## config.mk

```make
export PLATFORM = sky130hd
export DESIGN_NAME = busCycleTimer
export DESIGN_NICKNAME = d
export VERILOG_FILES = /design/src/rtl/cyc_timer_pkg.sv /design/src/rtl/cycTimerCtrl.sv /design/src/rtl/cycTimerDatapath.sv /design/src/rtl/busCycleTimer.sv
export SDC_FILE = /design/constraint.sdc
export NUM_CORES = 1
export LEC_CHECK = 0
export BUFFER_PORTS_ARGS = -buffer_cell sky130_fd_sc_hd__buf_2
export CORE_UTILIZATION = 30
export CTS_BUF_LIST = sky130_fd_sc_hd__clkbuf_4
export CTS_CLUSTER_DIAMETER = 30
export CTS_CLUSTER_SIZE = 40
export DETAILED_ROUTE_END_ITERATION = 16
export GPL_TIMING_DRIVEN = 0
export PLACE_DENSITY = 0.49
export SLEW_MARGIN = 20
export SYNTH_ARGS = -nofsm -noshare
export SYNTH_HDL_FRONTEND = slang
export SYNTH_HIERARCHICAL = 1
export SYNTH_SLANG_ARGS = --single-unit
```

## constraint.sdc

```tcl
create_clock -name clk -period 2.8 [get_ports clk]
set_input_delay 0.56 -clock clk [delete_from_list [all_inputs] [get_ports clk]]
set_output_delay 0.56 -clock clk [all_outputs]
set_load 0.005 [all_outputs]
```

## src/rtl/cyc_timer_pkg.sv

```systemverilog
package cyc_timer_pkg;
  typedef struct packed {
    logic tick;
    logic roll;
    logic load;
  } timerStrobes_t;
endpackage

```

## src/rtl/cycTimerCtrl.sv

```systemverilog
module cycTimerCtrl
  import cyc_timer_pkg::*;
#(
  parameter int SYNC_STAGES = 2
) (
  input  logic          clk,
  input  logic          rstN,
  input  logic          timerEn,
  input  logic          extSourceSel,
  input  logic          masterEn,
  input  logic          isRoot,
  input  logic          extCycleIn,
  input  logic          rxStrobe,
  input  logic          atLimit,
  output timerStrobes_t strobes,
  output logic          rollPulse,
  output logic          startReq
);
  logic [SYNC_STAGES-1:0] syncChain;
  logic syncPrev;
  logic extEdge;
  logic loadNow;
  logic rollNow;

  always_ff @(posedge clk) begin
    if (!rstN) begin
      syncChain <= '0;
      syncPrev  <= 1'b0;
      rollPulse <= 1'b0;
      startReq  <= 1'b0;
    end else begin
      syncChain <= {syncChain[SYNC_STAGES-2:0], extCycleIn};
      syncPrev  <= syncChain[SYNC_STAGES-1];
      rollPulse <= rollNow;
      startReq  <= rollNow && masterEn && isRoot;
    end
  end

  always_comb begin
    extEdge = syncChain[SYNC_STAGES-1] && !syncPrev;
    loadNow = rxStrobe && !masterEn;
    rollNow = !loadNow && timerEn && (extSourceSel ? extEdge : atLimit);
    strobes.load = loadNow;
    strobes.roll = rollNow;
    strobes.tick = !loadNow && timerEn && !atLimit;
  end

  // a start request only ever accompanies a rollover
  assert_start_with_roll_R6: assert property (@(posedge clk) disable iff (!rstN)
    startReq |-> rollPulse);
  // no request when not root
  assert_no_start_not_root_R7: assert property (@(posedge clk) disable iff (!rstN)
    !isRoot |=> !startReq);
  // a load never shows a rollover in the cycle it lands
  assert_load_no_roll_R8: assert property (@(posedge clk) disable iff (!rstN)
    (rxStrobe && !masterEn) |=> !rollPulse);
endmodule

```

## src/rtl/cycTimerDatapath.sv

```systemverilog
module cycTimerDatapath
  import cyc_timer_pkg::*;
#(
  parameter int OFFSET_LIMIT = 3072,
  parameter int CYCLE_LIMIT  = 8000,
  parameter int SEC_W        = 7,
  localparam int OFFSET_W = $clog2(OFFSET_LIMIT),
  localparam int CYCLE_W  = $clog2(CYCLE_LIMIT),
  localparam int RX_W     = SEC_W + CYCLE_W + OFFSET_W
) (
  input  logic                clk,
  input  logic                rstN,
  input  timerStrobes_t       strobes,
  input  logic [RX_W-1:0]     rxValue,
  output logic [OFFSET_W-1:0] offset,
  output logic [CYCLE_W-1:0]  cycleCount,
  output logic [SEC_W-1:0]    seconds,
  output logic                atLimit
);
  localparam logic [OFFSET_W-1:0] OFFSET_MAX = OFFSET_W'(OFFSET_LIMIT - 1);
  localparam logic [CYCLE_W-1:0]  CYCLE_MAX  = CYCLE_W'(CYCLE_LIMIT - 1);

  logic [OFFSET_W-1:0] rxOffset;
  logic [CYCLE_W-1:0]  rxCycle;
  logic [SEC_W-1:0]    rxSeconds;

  always_comb begin
    rxOffset  = rxValue[OFFSET_W-1:0];
    rxCycle   = rxValue[OFFSET_W +: CYCLE_W];
    rxSeconds = rxValue[RX_W-1 -: SEC_W];
    if (rxOffset > OFFSET_MAX) rxOffset = OFFSET_MAX;
    if (rxCycle > CYCLE_MAX) rxCycle = CYCLE_MAX;
    atLimit = (offset == OFFSET_MAX);
  end

  always_ff @(posedge clk) begin
    if (!rstN) begin
      offset     <= '0;
      cycleCount <= '0;
      seconds    <= '0;
    end else if (strobes.load) begin
      offset     <= rxOffset;
      cycleCount <= rxCycle;
      seconds    <= rxSeconds;
    end else if (strobes.roll) begin
      offset <= '0;
      if (cycleCount == CYCLE_MAX) begin
        cycleCount <= '0;
        seconds    <= seconds + 1'b1;
      end else begin
        cycleCount <= cycleCount + 1'b1;
      end
    end else if (strobes.tick) begin
      offset <= offset + 1'b1;
    end
  end

  // offset stays inside its range
  assert_offset_range_R2: assert property (@(posedge clk) disable iff (!rstN)
    offset <= OFFSET_MAX);
  // cycle count stays inside its range
  assert_cycle_range_R4: assert property (@(posedge clk) disable iff (!rstN)
    cycleCount <= CYCLE_MAX);
endmodule

```

## src/rtl/busCycleTimer.sv

```systemverilog
module busCycleTimer
  import cyc_timer_pkg::*;
#(
  parameter int OFFSET_LIMIT = 3072,
  parameter int CYCLE_LIMIT  = 8000,
  parameter int SEC_W        = 7,
  parameter int SYNC_STAGES  = 2,
  localparam int OFFSET_W = $clog2(OFFSET_LIMIT),
  localparam int CYCLE_W  = $clog2(CYCLE_LIMIT),
  localparam int RX_W     = SEC_W + CYCLE_W + OFFSET_W
) (
  input  logic                clk,
  input  logic                rstN,
  input  logic                timerEn,
  input  logic                extSourceSel,
  input  logic                masterEn,
  input  logic                isRoot,
  input  logic                extCycleIn,
  input  logic                rxStrobe,
  input  logic [RX_W-1:0]     rxValue,
  output logic [OFFSET_W-1:0] offsetOut,
  output logic [CYCLE_W-1:0]  cycleCountOut,
  output logic [SEC_W-1:0]    secondsOut,
  output logic                rollPulse,
  output logic                startReq
);
  timerStrobes_t strobes;
  logic atLimit;

  cycTimerCtrl #(.SYNC_STAGES(SYNC_STAGES)) i_ctrl (
    .clk(clk), .rstN(rstN), .timerEn(timerEn), .extSourceSel(extSourceSel),
    .masterEn(masterEn), .isRoot(isRoot), .extCycleIn(extCycleIn),
    .rxStrobe(rxStrobe), .atLimit(atLimit), .strobes(strobes),
    .rollPulse(rollPulse), .startReq(startReq)
  );

  cycTimerDatapath #(
    .OFFSET_LIMIT(OFFSET_LIMIT), .CYCLE_LIMIT(CYCLE_LIMIT), .SEC_W(SEC_W)
  ) i_datapath (
    .clk(clk), .rstN(rstN), .strobes(strobes), .rxValue(rxValue),
    .offset(offsetOut), .cycleCount(cycleCountOut), .seconds(secondsOut),
    .atLimit(atLimit)
  );

  // a rollover always lands on offset zero
  assert_roll_at_zero_R2: assert property (@(posedge clk) disable iff (!rstN)
    rollPulse |-> offsetOut == '0);
  // disabled and not loading means the time holds
  assert_hold_when_off_R3: assert property (@(posedge clk) disable iff (!rstN)
    (!timerEn && !rxStrobe) |=> ($stable(offsetOut) && $stable(cycleCountOut)
                                 && $stable(secondsOut) && !rollPulse));
  // strobe while master changes nothing when disabled
  assert_master_ignores_rx_R9: assert property (@(posedge clk) disable iff (!rstN)
    (masterEn && !timerEn) |=> $stable(offsetOut));
endmodule

```

# Word level (Yosys, flattened, before mapping)
# Cells that the tools add are included.
# totals
regBits	37
in_bits	40
output_inout_bits	34
wordCells	41
# classes
n_addsub	3
order_cmp	2
eq_ne	2
n_mux	12
n_reduce_logical	15
# ops
cell	n
2-to-1 mux 13 bit	4
2-to-1 mux 12 bit	4
2-to-1 mux 7 bit	3
adder 13 x 1 -> 13 bit, second input constant	1
== test 13 bit, second input constant	1
> comparator 13 bit, second input constant	1
adder 12 x 1 -> 12 bit, second input constant	1
== test 12 bit, second input constant	1
> comparator 12 bit, second input constant	1
adder 7 x 1 -> 7 bit, second input constant	1
logical AND 1 bit	7
logical NOT 1 bit	4
nonzero test 2 bit	2
nonzero test 3 bit	1
AND reduction 2 bit	1
2-to-1 mux 1 bit	1

# Longest topological paths before layout
# logic_depth
ltp_word	8
ltp_mapped	12
mapped_depth_nobuf	9

# Modules after synthesis
# Netlist, hierarchy kept.
# by_module_without_submodules
mod	n_inst	cells_each	area_each_um2	seq_area_each_um2
cycTimerDatapath	1	253	2040.7	640.6
cycTimerCtrl	1	20	225.2	100.1

# Worst setup path after synthesis
# OpenSTA, ideal clock, no wires.
# synth_path
path_type	flip-flop to flip-flop
start	register i_datapath.offset[2]
end	register i_datapath.cycleCount[12]
setup_ps	58
arrival_time_ps	2479
required_time_ps	2742
setup_slack_ps	262
stages_incl_launch_ff	12
n_path_buf	2
synth_period_minus_slack_ps	2538
cell_sequence	dfxtp_1 > and4_1 > buf_2 > nand2_1 > nor4_1 > nand2b_1 > a211oi_1 > buf_4 > inv_1 > or4_1 > o21ai_1 > a31o_1
# synth_via
elab_chain_cells	4
# synth_rtl
item	line_no	source
start: declaration	cycTimerDatapath.sv:15	output logic [OFFSET_W-1:0] offset,
start signal: assignment	cycTimerDatapath.sv:42	offset <= rxOffset;
start signal: assignment	cycTimerDatapath.sv:54	offset <= offset + 1'b1;
== test 12 bit	cycTimerDatapath.sv:33	atLimit = (offset == OFFSET_MAX);
net atLimit	busCycleTimer.sv:28	logic atLimit;
2-to-1 mux 1 bit	cycTimerCtrl.sv:42	rollNow = !loadNow && timerEn && (extSourceSel ? extEdge : atLimit);
logical AND 1 bit	cycTimerCtrl.sv:42	
net i_ctrl.rollNow	cycTimerCtrl.sv:23	logic rollNow;
nonzero test 2 bit (no source line)	n/a	
end signal: assignment	cycTimerDatapath.sv:43	cycleCount <= rxCycle;
end signal: assignment	cycTimerDatapath.sv:51	cycleCount <= cycleCount + 1'b1;
end: declaration	cycTimerDatapath.sv:16	output logic [CYCLE_W-1:0] cycleCount,
# The timed path passes the listed nets, and every way through them passes these cells.
# A chain may end at the register's enable or synchronous reset.

# Worst setup path in the final report
# layout_path
start	register i_datapath.offset[0]
end	register i_datapath.cycleCount[12]
# The elaborated chain is that of the path after synthesis.

==> results.md <==
- The run finished with clean final reports.
- After synthesis, flip-flops and latches occupy 32.7% of the total area.
- For this block, the initial DRC count from the detailed router was about 140.
- The count of pins over their slew limit is 0.
- The die is around 90 um wide.
- The HPWL after detailed placement is roughly 5100 um.
- The maximum net fanout on the critical path is 7.
- By area the synthesized netlist is led by dfxtp_1 (33%), o21ai_0 (6.8%), xnor2_1 (4.3%).
- Once the floorplan was initialized, standard cells occupied a little under a third of the core.
- Of all cell types, the one taking the most synthesized area is dfxtp_1.
- The die outline area is roughly 8000 um2.
- The synthesized netlist contains 62 unique library cells.
- The class of the tightest hold or removal check is input pin to flip-flop.
- The number of buffers added to fix hold violations after cts is 0.
- STA puts the critical path data required time at roughly 3.1 ns.
- The number of antenna diodes in the final layout is 0.
- In this run the tightest slew margin relative to its limit is between 60% and 70%.
- For the pin with the worst max-slew slack, the measured transition is just under 0.6 ns.
- The layout filler cell count is 822.
- The via count of the routed design is roughly 2400.
- The clock drives 37 sinks.
- The final layout contains 402 nets.
- The power density over the cells is slightly above 400 nW/um2.
- The maximum achievable frequency is 0.382 GHz.
- TritonCTS built the clock tree.
- The global-route wire length before repair is between 10000 and 15000 um.
- IR analysis of the VDD net gives a maximum drop of about 0.00021 V.
- The number of buffer cells added on primary ports is 73.
- The net count after synthesis is around 320.
- The level count of the clock H-tree is 2.
- The maximum count of clock buffers along a single path is 2.
- The mean instance size in the synthesized netlist is 8.30 um2.
- The final design utilization is between 40% and 50%.
- The insertion delay to the later sink of the worst-skew pair is 0.35 ns.
- The share of synthesized flip-flops with an asynchronous set or reset is 0%.
- Dividing the detail-routed via count by the number of cells gives around 5.3.
- Clock-pin slew was measured on the worst setup and hold paths at roughly 0.13 ns.
- Dividing the final minimum period by the clock period gives a little over nine tenths.
- The number of register bits inferred by synthesis is 37.
- The count of nets left with antenna violations once routing finished came out at 0.
- STA classifies the critical path startpoint as a flip-flop.
- The total overflow reported by the global router is 0.
- In this run, CTS created clock tree buffers numbering 5.
- Routability-driven placement finished with a final weighted congestion of ~0.82.
- The kind of critical path is flip-flop to flip-flop.
- The static leakage power is 1.20 nW.
- From bottom edge to top edge, the die measures 88.9 um.
- The leading cell type in the layout, fill and taps excluded is buf_2.
- In the final routed layout, each cell accounts on average for 15.5 um.
- The number of enable-type register cells in the synthesized netlist is 0.
- For the worst setup path, the data arrival time is 2.90 ns.
- The cell sitting at the root of the clock tree is a clkbuf_4.
- Yosys printed 6 warnings.
- After detailed routing, the total wire length is around 7100 um.
- In the synthesized netlist the dominant register cell turns out to be dfxtp_1.
- The area growth from synthesis to layout is 29.0%.
- The clock skew after layout is between 0.02 and 0.025 ns.
- The proportion of netlist area held by the largest area contributor is between 30% and 40%.
- The core region area is 7290 um2.
- The remaining routing DRC violations is 0.
- The worst setup path is captured at a flip-flop.
- Of the cells placed in the final design, the portion with a size suffix greater than 1 is a little under a third.
- Leaving out fill and tap cells, the most frequent cells in the layout are buf_2 (77), dfxtp_1 (32), o21ai_0 (31), a21oi_1 (17).
- The first detailed-routing pass ran for 5 iterations.
- Entering global routing, the biggest net connects 12 pins.
- The count of max-cap constraint violations is 0.
- The final-report hold violation count is 0.
- The initial antenna violation count is 0.
- The clock period minus final worst setup slack is 2.62 ns.
- Setup violations remaining at the end of the flow were counted as 0.
- The number of rows in the core area is 31.
- The aggregate global-route resource usage is a little under a fifth.
- The netlist area before placement is ~2300 um2.
- The number of global-route vias before repair is between 2000 and 2500.
- The number of cells produced by synthesis is 273.
- After layout, the design draws a total of about 0.0012 W.
- The I/O pin count is 74.
[synth_stat cells (7+ instances only)]
cell     number
nand4_1      14
nor3_1        7
inv_1        12
dfxtp_1      37
xnor2_1      11
and3_1        7
nand2_1      14
nor2_1       10
a21oi_1      17
o21ai_0      31
nand3_1      11
[per-stage QoR]
step / area, um2 / TNS (ns) / setup slack, ns / hold WS [ns] / instances
after CTS: 2880 / 0 / 0.00840 / 0.389 / 456
after floorplan: 2270 / 0 / 0.262 / 0.412 / 273
after global placement: 2760 / -3.17 / -0.427 / 0.416 / 445
after global routing: 2920 / -0.0255 / -0.0255 / 0.393 / 459
final: 2920 / 0 / 0.179 / 0.417 / 459
after detailed placement: 2760 / -2.95 / -0.428 / 0.421 / 445
[critical path: stages (launching register included)]
cell	delay, ns
dfxtp_2	0.43
ha_4	0.20
nand4_1	0.19
nor4_4	0.30
nand2b_1	0.13
a211oi_1	0.22
buf_4	0.18
inv_1	0.09
or4_1	0.52
o21ai_1	0.14
a31o_1	0.15
[timing repair]
item / 4_1_cts / 5_1_grt
resized for setup: 5 / 7
buffers inserted: 3 / 3
pin swaps: 0 / 2
endpoints found under the setup margin: 15 / 11
[sequential cells by signal, indices dropped and copies added, names as in the netlist]
name,count
i_ctrl/syncChain,2
i_datapath/cycleCount,13
i_ctrl/startReq,1
i_datapath/seconds,7
i_datapath/offset,12
i_ctrl/rollPulse,1
i_ctrl/syncPrev,1
[layer usage]
layer	up-vias	share of wire, %	routed length (um)	track usage [%]
met2	88	46	3260	29.4
met5	-	0	0	0
met1	1116	47	3360	25.1
met4	0	0.77	55	6.30
li1	1211	-	-	-
met3	6	6.1	430	3.88
[power breakdown]
part	switching (W)	internal [W]	total (W)
clock	0.000186	0.000196	0.000381
sequential	0.0000426	0.000556	0.000598
combinational	0.000106	0.0000995	0.000206
total	0.000335	0.000851	0.00119
[final timing paths]
path | cells past startpoint | to | slack [ns] | startpoint
worst max-delay path | 10 | i_datapath/cycleCount[12] | 0.18 | i_datapath/offset[0]
worst min-delay path | 2 | i_ctrl/syncChain[0] | 0.42 | extCycleIn
worst max register to register | 10 | i_datapath/cycleCount[12] | 0.18 | i_datapath/offset[0]
worst min register to register | 1 | i_ctrl/syncChain[1] | 0.44 | i_ctrl/syncChain[0]
[kinds of logic (layout without fill, tap and decap cells)]
| group | count (synthesis) | count (layout) | share of synthesized area (%) |
|---|---|---|---|
| XOR/XNOR | 13 | 13 | 5.02 |
| AO/OA/AOI/OAI | 87 | 87 | 25.8 |
| AND/OR/NAND/NOR | 102 | 102 | 27.4 |
| adder cells (fa/ha/maj) | 3 | 3 | 1.66 |
| buffers and inverters | 30 | 117 | 6.90 |
| multiplexers | 1 | 1 | 0.442 |
| flip-flops | 37 | 37 | 32.7 |
[area by class of cell]
cell class | count | area (um2) | share of cell area, %
Multi-Input combinational cell | 206 | 1400 | 48.0
Tap cell | 99 | 124 | 4.24
Timing Repair Buffer | 79 | 410 | 14.0
Inverter | 13 | 48.8 | 1.67
Buffer | 17 | 110 | 3.77
Sequential cell | 37 | 749 | 25.6
Clock buffer | 6 | 45.0 | 1.54
Clock inverter | 2 | 33.8 | 1.16
Power figures use the tool's default switching activity.
